$ cat src/rtl/div_pkg.sv
package div_pkg;
    typedef enum logic [2:0] {
        ST_IDLE  = 3'd0,
        ST_SHIFT = 3'd1,
        ST_TRIAL = 3'd2,
        ST_FIXUP = 3'd3,
        ST_FIN   = 3'd4
    } div_state_t;
endpackage

$ cat src/rtl/div_addsub.sv
module div_addsub #(
    parameter int W = 8
) (
    input  logic [W:0] opa,
    input  logic [W:0] opb,
    input  logic       subtract,
    output logic [W:0] result
);
    logic [W:0] opb_eff;

    always_comb begin
        opb_eff = subtract ? ~opb : opb;
        result  = opa + opb_eff + {{W{1'b0}}, subtract};
    end
endmodule

$ cat src/rtl/div_ctrl.sv
module div_ctrl
    import div_pkg::*;
#(
    parameter int W = 8
) (
    input  logic clk,
    input  logic rst_n,
    input  logic start,
    input  logic trial_neg,
    output logic load,
    output logic do_shift,
    output logic do_trial,
    output logic do_fixup,
    output logic busy,
    output logic done
);
    localparam int CW = $clog2(W + 1);
    localparam logic [CW-1:0] LAST = CW'(W - 1);

    div_state_t state_q, state_d;
    logic [CW-1:0] iter_q;
    logic          last_iter;

    assign last_iter = (iter_q == LAST);

    always_comb begin
        state_d = state_q;
        unique case (state_q)
            ST_IDLE:  if (start) state_d = ST_SHIFT;
            ST_SHIFT: state_d = ST_TRIAL;
            ST_TRIAL: begin
                if (trial_neg)      state_d = ST_FIXUP;
                else if (last_iter) state_d = ST_FIN;
                else                state_d = ST_SHIFT;
            end
            ST_FIXUP: state_d = last_iter ? ST_FIN : ST_SHIFT;
            ST_FIN:   state_d = ST_IDLE;
            default:  state_d = ST_IDLE;
        endcase
    end

    always_ff @(posedge clk or negedge rst_n) begin
        if (!rst_n) begin
            state_q <= ST_IDLE;
            iter_q  <= '0;
        end else begin
            state_q <= state_d;
            if (state_q == ST_IDLE)
                iter_q <= '0;
            else if ((state_q == ST_TRIAL && !trial_neg) || state_q == ST_FIXUP)
                iter_q <= iter_q + 1'b1;
        end
    end

    always_comb begin
        load     = 1'b0;
        do_shift = 1'b0;
        do_trial = 1'b0;
        do_fixup = 1'b0;
        busy     = 1'b0;
        done     = 1'b0;
        unique case (state_q)
            ST_IDLE:  load = start;
            ST_SHIFT: begin do_shift = 1'b1; busy = 1'b1; end
            ST_TRIAL: begin do_trial = 1'b1; busy = 1'b1; end
            ST_FIXUP: begin do_fixup = 1'b1; busy = 1'b1; end
            ST_FIN:   done = 1'b1;
            default:  ;
        endcase
    end

    // the result strobe lasts a single cycle
    a_r5_done_pulse: assert property (@(posedge clk) disable iff (!rst_n)
        done |=> !done);
    // the strobe and the busy window never overlap
    a_r5_busy_done_excl: assert property (@(posedge clk) disable iff (!rst_n)
        !(busy && done));
    // a request is taken only in the idle state
    a_r7_load_idle_only: assert property (@(posedge clk) disable iff (!rst_n)
        load |-> !busy && !done);
    // a negative trial is always followed by the add-back cycle
    a_r4_fixup_follows: assert property (@(posedge clk) disable iff (!rst_n)
        (do_trial && trial_neg) |=> do_fixup);
endmodule

$ cat src/rtl/div_datapath.sv
module div_datapath #(
    parameter int W = 8
) (
    input  logic         clk,
    input  logic         rst_n,
    input  logic         load,
    input  logic         do_shift,
    input  logic         do_trial,
    input  logic         do_fixup,
    input  logic [W-1:0] dvd_in,
    input  logic [W-1:0] dvs_in,
    output logic         trial_neg,
    output logic [W-1:0] quo_out,
    output logic [W-1:0] rem_out,
    output logic         zero_div
);
    logic [W:0]   rem_q;
    logic [W-1:0] quo_q;
    logic [W-1:0] dvs_q;
    logic         zdiv_q;
    logic [W:0]   sum;

    div_addsub #(.W(W)) u_addsub (
        .opa      (rem_q),
        .opb      ({1'b0, dvs_q}),
        .subtract (!do_fixup),
        .result   (sum)
    );

    assign trial_neg = sum[W];

    always_ff @(posedge clk or negedge rst_n) begin
        if (!rst_n) begin
            rem_q  <= '0;
            quo_q  <= '0;
            dvs_q  <= '0;
            zdiv_q <= 1'b0;
        end else if (load) begin
            rem_q  <= '0;
            quo_q  <= dvd_in;
            dvs_q  <= dvs_in;
            zdiv_q <= (dvs_in == '0);
        end else if (do_shift) begin
            rem_q <= {rem_q[W-1:0], quo_q[W-1]};
            quo_q <= {quo_q[W-2:0], 1'b0};
        end else if (do_trial) begin
            rem_q    <= sum;
            quo_q[0] <= !sum[W];
        end else if (do_fixup) begin
            rem_q <= sum;
        end
    end

    assign quo_out  = quo_q;
    assign rem_out  = rem_q[W-1:0];
    assign zero_div = zdiv_q;

    // after the add-back the partial remainder is non-negative again
    a_r4_restored_positive: assert property (@(posedge clk) disable iff (!rst_n)
        do_fixup |=> !rem_q[W]);
    // an accepted trial leaves a remainder below the divisor
    a_r5_rem_below_divisor: assert property (@(posedge clk) disable iff (!rst_n)
        (do_trial && !trial_neg) |=> (rem_q < {1'b0, dvs_q}) || (dvs_q == '0));
    // the divisor register only changes on a load
    a_r7_divisor_held: assert property (@(posedge clk) disable iff (!rst_n)
        !load |=> $stable(dvs_q));
endmodule

$ cat src/rtl/restoring_divider.sv
module restoring_divider #(
    parameter int W = 8
) (
    input  logic         clk,
    input  logic         rst_n,
    input  logic         start,
    input  logic [W-1:0] dividend,
    input  logic [W-1:0] divisor,
    output logic         busy,
    output logic         done,
    output logic [W-1:0] quotient,
    output logic [W-1:0] remainder,
    output logic         div_by_zero
);
    logic load, do_shift, do_trial, do_fixup, trial_neg;

    div_ctrl #(.W(W)) u_ctrl (
        .clk       (clk),
        .rst_n     (rst_n),
        .start     (start),
        .trial_neg (trial_neg),
        .load      (load),
        .do_shift  (do_shift),
        .do_trial  (do_trial),
        .do_fixup  (do_fixup),
        .busy      (busy),
        .done      (done)
    );

    div_datapath #(.W(W)) u_dp (
        .clk       (clk),
        .rst_n     (rst_n),
        .load      (load),
        .do_shift  (do_shift),
        .do_trial  (do_trial),
        .do_fixup  (do_fixup),
        .dvd_in    (dividend),
        .dvs_in    (divisor),
        .trial_neg (trial_neg),
        .quo_out   (quotient),
        .rem_out   (remainder),
        .zero_div  (div_by_zero)
    );

    // a zero divisor yields an all-ones quotient
    a_r8_zero_div_ones: assert property (@(posedge clk) disable iff (!rst_n)
        (done && div_by_zero) |-> (quotient == {W{1'b1}}));
    // results hold while idle with no request
    a_r6_hold_idle: assert property (@(posedge clk) disable iff (!rst_n)
        (done || (!busy && !load)) |=> (busy || $stable(quotient)));
endmodule

$ cat config.mk
export PLATFORM = sky130hd
export DESIGN_NAME = restoring_divider
export DESIGN_NICKNAME = d
export VERILOG_FILES = /design/src/rtl/div_pkg.sv /design/src/rtl/div_addsub.sv /design/src/rtl/div_ctrl.sv /design/src/rtl/div_datapath.sv /design/src/rtl/restoring_divider.sv
export SDC_FILE = /design/constraint.sdc
export NUM_CORES = 1
export LEC_CHECK = 0
export CAP_MARGIN = 40
export CORE_UTILIZATION = 53
export CTS_CLUSTER_SIZE = 12
export DETAILED_ROUTE_END_ITERATION = 10
export PLACE_DENSITY = 0.8
export SYNTH_ARGS = -nofsm -noshare
export SYNTH_HDL_FRONTEND = slang
export SYNTH_HIERARCHICAL = 1
export SYNTH_SLANG_ARGS = --single-unit
$ cat constraint.sdc
create_clock -name clk -period 4.2 [get_ports clk]
set_clock_uncertainty 0.2 [all_clocks]
set_input_delay 0.84 -clock clk [delete_from_list [all_inputs] [get_ports clk]]
set_output_delay 0.84 -clock clk [all_outputs]
set_load 0.005 [all_outputs]
# Yosys cells after proc, flatten, opt, wreduce, memory -nomap -nowiden
# Index checks and enable logic that the tools add are counted.
# word_totals
register_bits,33
in_bits,19
# op_classes
n_addsub,3
n_eq_ne,6
mux,21
n_bitwise,1
reduce_logical,11
# op_table
cell,n
$mux W9,5
$pmux W3 S4,1
$add A9 B1 Y9,1
$add A9 B9 Y9,1
$mux W3,3
$not A8 Y9,1
$logic_not A8 Y1,1
$mux W1,8
$mux W4,2
$mux W8,1
$mux W7,1
$eq A3 B2 Y1 const B,2
$add A4 B1 Y4 const B,1
$eq A4 B3 Y1 const B,1
$reduce_bool A2 Y1,2
$reduce_bool A4 Y1,1
$eq A3 B1 Y1 const B,1
$eq A3 B3 Y1 const B,1
$logic_not A3 Y1,1
$reduce_bool A3 Y1,1
$reduce_or A3 Y1,1
$logic_not A1 Y1,2
$ne A2 B2 Y1 const B,1
$logic_and A1 B1 Y1,1
$logic_or A1 B1 Y1,1

# Longest topological paths before layout
# depth
depth_word,10
mapped_depth,16

# Cells and area by module
# Netlist, hierarchy kept.
# by_module_without_submodules
mod,n_inst,cells_per_inst,area_each_um2,seq_area_each_um2
div_datapath,1,109,1246.2,650.6
div_addsub,1,63,489.2,0.0
div_ctrl,1,43,402.9,175.2

# Worst setup path before layout
# Ideal clock, no wire load.
# synth_path
path_type,reg2reg
startpoint,register u_ctrl.state_q[2]
endpoint,register u_ctrl.iter_q[0]
setup_ns,0.121
arrival_time_ns,3.163
required_ns,3.879
setup_slack_ns,0.716
path_stages_with_launch,16
path_buffers,2
synth_period_minus_slack_ns,3.484
cell_sequence,dfrtp_1 > buf_2 > nand2b_1 > nor2_1 > inv_1 > buf_6 > xor2_1 > ha_1 > nor2b_4 > o31a_1 > o41ai_2 > xnor2_1 > nor2b_2 > nor2_2 > mux2_2 > a22o_1
# synth_between
elab_chain_cells,9
elab_cells_between_ends,13
cone_classes,add/sub (2); eq/ne (2); mux (3); reduce/logical (6)
# synth_rtl
item,line_no,text
"start, declared",div_ctrl.sv:20,"div_state_t state_q, state_d;"
"start signal, assigned",div_ctrl.sv:47,state_q <= state_d;
$eq A3 B2 Y1 *,div_ctrl.sv:62,unique case (state_q)
$mux W1 *,div_ctrl.sv:62,
named net do_fixup,restoring_divider.sv:15,"logic load, do_shift, do_trial, do_fixup, trial_neg;"
$mux W9,div_addsub.sv:12,opb_eff = subtract ? ~opb : opb;
$add A9 B9 Y9,div_addsub.sv:13,"result = opa + opb_eff + {{W{1'b0}}, subtract};"
$add A9 B1 Y9 *,div_addsub.sv:13,
named net trial_neg,restoring_divider.sv:15,
$logic_not A1 Y1 *,div_ctrl.sv:50,else if ((state_q == ST_TRIAL && !trial_neg) || state_q == ST_FIXUP)
$logic_and A1 B1 Y1 *,div_ctrl.sv:50,
$logic_or A1 B1 Y1 *,div_ctrl.sv:50,
$reduce_bool A2 Y1 (no source line) *,n/a,
"end signal, assigned",div_ctrl.sv:51,iter_q <= iter_q + 1'b1;
"end, declared",div_ctrl.sv:21,logic [CW-1:0] iter_q;
# The timed path passes the listed nets; every way through them passes the cells marked *.
# A chain may end at the register's enable or synchronous reset.

# Worst setup path after layout
# Ends and elaborated chain as after synthesis.

==> impl_metrics.json <==
{
  "pwr_cell_area_mw_per_mm2": 1040,
  "r2r_cells": 13,
  "grt_pass1_wl_mm": 7.27,
  "drt_first_pass_iters": 4,
  "most_used_flip_flop_cell_after_synthesis": "dfrtp_1",
  "power.ir.vdd_worst_uv": 803,
  "detail_route.drc_violations": 0,
  "tritoncts": "done",
  "share_seq_of_total_power": 0.221,
  "final_max_slew_viol_count": 0,
  "antenna_left": 0,
  "switching_share": 0.418,
  "cpPeakStageDelay_ns": 0.48,
  "worstSetupPathDepth": 13,
  "count_of_flip_flops_with_a_built_in_enable_after_synthesis": 0,
  "vias": 1658,
  "area_growth_pct": 22.9,
  "cts_buffer_depth": 2,
  "switching_power_mw": 1.14,
  "clk_pin_slew_ns": 0.07,
  "async_reset_ff_frac": 1.00,
  "cts.root.buffer_cell": "clkbuf_8",
  "filler_cell_count_in_the_final_layout": 305,
  "setup_violations": 0,
  "stdcell_area_mm2": 0.00263,
  "setup.worst_path.end_class": "flip-flop",
  "cts_setup_buffers": 0,
  "numClockSinks": 33,
  "grt_setup_unrepaired": "no",
  "routed_wire_length_per_instance_um": 14.5,
  "routed_via_density": 5.62,
  "avgSynthCellArea_um2": 9.95,
  "fin_crit_sh": 0.911,
  "floorplan.initialDensity": 0.567,
  "synth_nets": 243,
  "cts_buffer_count": 5,
  "synth.yosys.warnings": 6,
  "final-hold-violation-count": 0,
  "synthDominantCellAreaShare": 0.386,
  "core_area_mm2": 0.00377,
  "cts_htree_levels": 2,
  "fp.dieW_um": 65.5,
  "comb_power_share": 0.648,
  "biggest_area_consumer_among_synthesized_cells": "dfrtp_1",
  "die_area_mm2": 0.00429,
  "cell_breakdown_of_the_critical_path": "nand2b_1, nor2_1, inv_1, xor2_1, ha_1, nor2b_4, o31a_1, o41ai_2, xnor2_1, nor2b_2, nor2_2, mux2_2, a22o_1",
  "hp-class": "reg -> reg",
  "fp.dieH_um": 65.5,
  "clock_power_share": 0.131,
  "grt_antenna_before_repair": 0,
  "layout-drive-gt1-share": 0.113,
  "arrival_ns": 3.81,
  "cp_num_buf_inv": 1,
  "mostFrequentLayoutCells": "clkdlybuf4s50_1, dfrtp_1, nand2_1",
  "finalWeightedCongestion": 0.814,
  "timing.critical_path.from_type": "flip-flop",
  "post_synth_num_cell_types": 48,
  "post_cts_resized": 0,
  "cellLeakagePower_nw": 1.12,
  "io_buffer_count": 37,
  "num_antenna_cells": 0,
  "wl_mm": 4.28,
  "netlist_instances": 215,
  "holdBufCountCts": 0,
  "critPathSlowestCell": "dfrtp_1",
  "worstPathMaxFanout": 9,
  "worst_skew_pair.late_latency_ns": 0.29,
  "clock.fmax_mhz": 261,
  "global_route.usage.total": 0.226,
  "criticalPathCategory": "reg -> reg",
  "maxCapViolations": 0,
  "crit_required_ns": 4.18,
  "io_pins": 38,
  "post_synthesis_sequential_element_count": 33,
  "syn-cell-area_mm2": 0.00214,
  "maximum_number_of_pins_on_one_net_before_global_route_repair": 36,
  "design.final.nets": 274,
  "placedInstanceArea_mm2": 0.00249,
  "fp-row-count": 22,
  "p_int_mw": 1.59,
  "synthTopCellsByArea": "dfrtp_1, mux2i_1, ha_1",
  "outcome": "completed",
  "period_needed_ns": 3.83,
  "grt_overflow": 0,
  "seq_area_frac_synth": 0.386,
  "cell_class_contributing_the_biggest_share_of_worst_path_delay": "simple AND/OR/NAND/NOR gates",
  "timing.setup.tns_ns": 0,
  "dr.first_iter.drc_count": 108,
  "whs_path_depth": 1,
  "layout.cells.most_common": "clkdlybuf4s50_1",
  "grt_pass1_vias": 1547,
  "detailed_place_hpwl_mm": 3.00
}
[cell families (layout without fill, tap and decap cells)]
family / after synthesis / in the layout / share of synthesized area
other cells: 1 / 1 / 0.00175
xor+xnor: 15 / 15 / 0.0614
compound gates: 43 / 43 / 0.140
fa+ha+maj: 9 / 9 / 0.0562
simple gates: 61 / 61 / 0.150
buf+inv: 27 / 59 / 0.0755
mux: 26 / 26 / 0.129
flops: 33 / 33 / 0.386
[per-stage QoR]
stage | power (mW) | hold WS [ns] | cells | setup slack (ns) | utilization
2_1_floorplan | 2.01 | 0.267 | 215 | 0.716 | -
3_3_place_gp | 2.32 | 0.285 | 286 | 0.463 | 0.658
3_5_place_dp | 2.38 | 0.295 | 287 | 0.359 | 0.661
4_1_cts | 2.75 | 0.312 | 295 | 0.358 | 0.697
5_1_grt | 3.00 | 0.334 | 295 | 0.0313 | 0.697
6_report | 2.74 | 0.314 | 295 | 0.375 | 0.697
[final cells by class]
| cell class | count | area, um^2 | area share |
|---|---|---|---|
| Multi-Input combinational cell | 155 | 1160 | 0.442 |
| Inverter | 9 | 33.8 | 0.0129 |
| Sequential cell | 33 | 826 | 0.314 |
| Timing Repair Buffer | 42 | 412 | 0.157 |
| Clock inverter | 3 | 65.1 | 0.0248 |
| Tap cell | 48 | 60.1 | 0.0229 |
| Clock buffer | 5 | 68.8 | 0.0262 |
[worst reg2reg max path, cell delays in order, from the launching register on]
cell      delay (ns)
dfrtp_1         0.48
nand2b_1        0.24
nor2_1          0.22
inv_1           0.26
xor2_1          0.23
ha_1            0.36
nor2b_4         0.15
o31a_1          0.26
o41ai_2         0.30
xnor2_1         0.23
nor2b_2         0.28
nor2_2          0.07
mux2_2          0.26
a22o_1          0.17
[per-layer routing]
| metal | vias to the layer above | track usage | part of all wire |
|---|---|---|---|
| li1 | 812 | - | - |
| met1 | 801 | 0.298 | 0.49 |
| met2 | 39 | 0.349 | 0.45 |
| met3 | 6 | 0.0625 | 0.047 |
| met4 | 0 | 0.0924 | 0.015 |
| met5 | - | 0 | 0 |
[flip-flops by register name, summed over array words and instances (netlist names)]
signal and flops:
u_ctrl/iter_q 4, u_ctrl/state_q 3, u_dp/zero_div 1, u_dp/quo_out 8, u_dp/dvs_q 8, u_dp/rem_q 9
[cell usage after synthesis, drive strengths merged, types with 2 or more instances]
master	n
xor2	9
o21ai	11
nor2	13
dfrtp	33
nor4	3
nand3	6
buf	15
a21oi	7
nor3	2
o211ai	2
ha	8
mux2	9
nand2	22
nand2b	3
clkbuf	3
mux2i	17
xnor2	6
o31ai	10
inv	9
nor2b	5
a22o	4
[power groups by stage]
stage / combinational [mW] / clock [mW] / sequential (mW)
after global placement: 1.71 / 0 / 0.609
after global routing: 1.99 / 0.380 / 0.624
final: 1.77 / 0.359 / 0.604
after detailed placement: 1.77 / 0 / 0.609
after floorplan: 1.43 / 0 / 0.578
after CTS: 1.78 / 0.364 / 0.605
[final timing paths]
path / endpoint / slack [ns] / start
worst max-delay path: u_ctrl/iter_q[0]$_DFFE_PN0P_ / 0.37 / u_ctrl/state_q[2]$_DFFE_PN0P_
worst min-delay path: u_dp/dvs_q[4]$_DFFE_PN0P_ / 0.31 / u_dp/dvs_q[4]$_DFFE_PN0P_
worst max register to register: u_ctrl/iter_q[0]$_DFFE_PN0P_ / 0.37 / u_ctrl/state_q[2]$_DFFE_PN0P_
worst min register to register: u_dp/dvs_q[4]$_DFFE_PN0P_ / 0.31 / u_dp/dvs_q[4]$_DFFE_PN0P_
max in group asynchronous: u_dp/rem_q[7]$_DFFE_PN0P_ / 2.75 / rst_n
min in group asynchronous: u_dp/quo_out[4]$_DFFE_PN0P_ / 0.74 / rst_n
No activity file was read; power rests on OpenSTA's default activity.
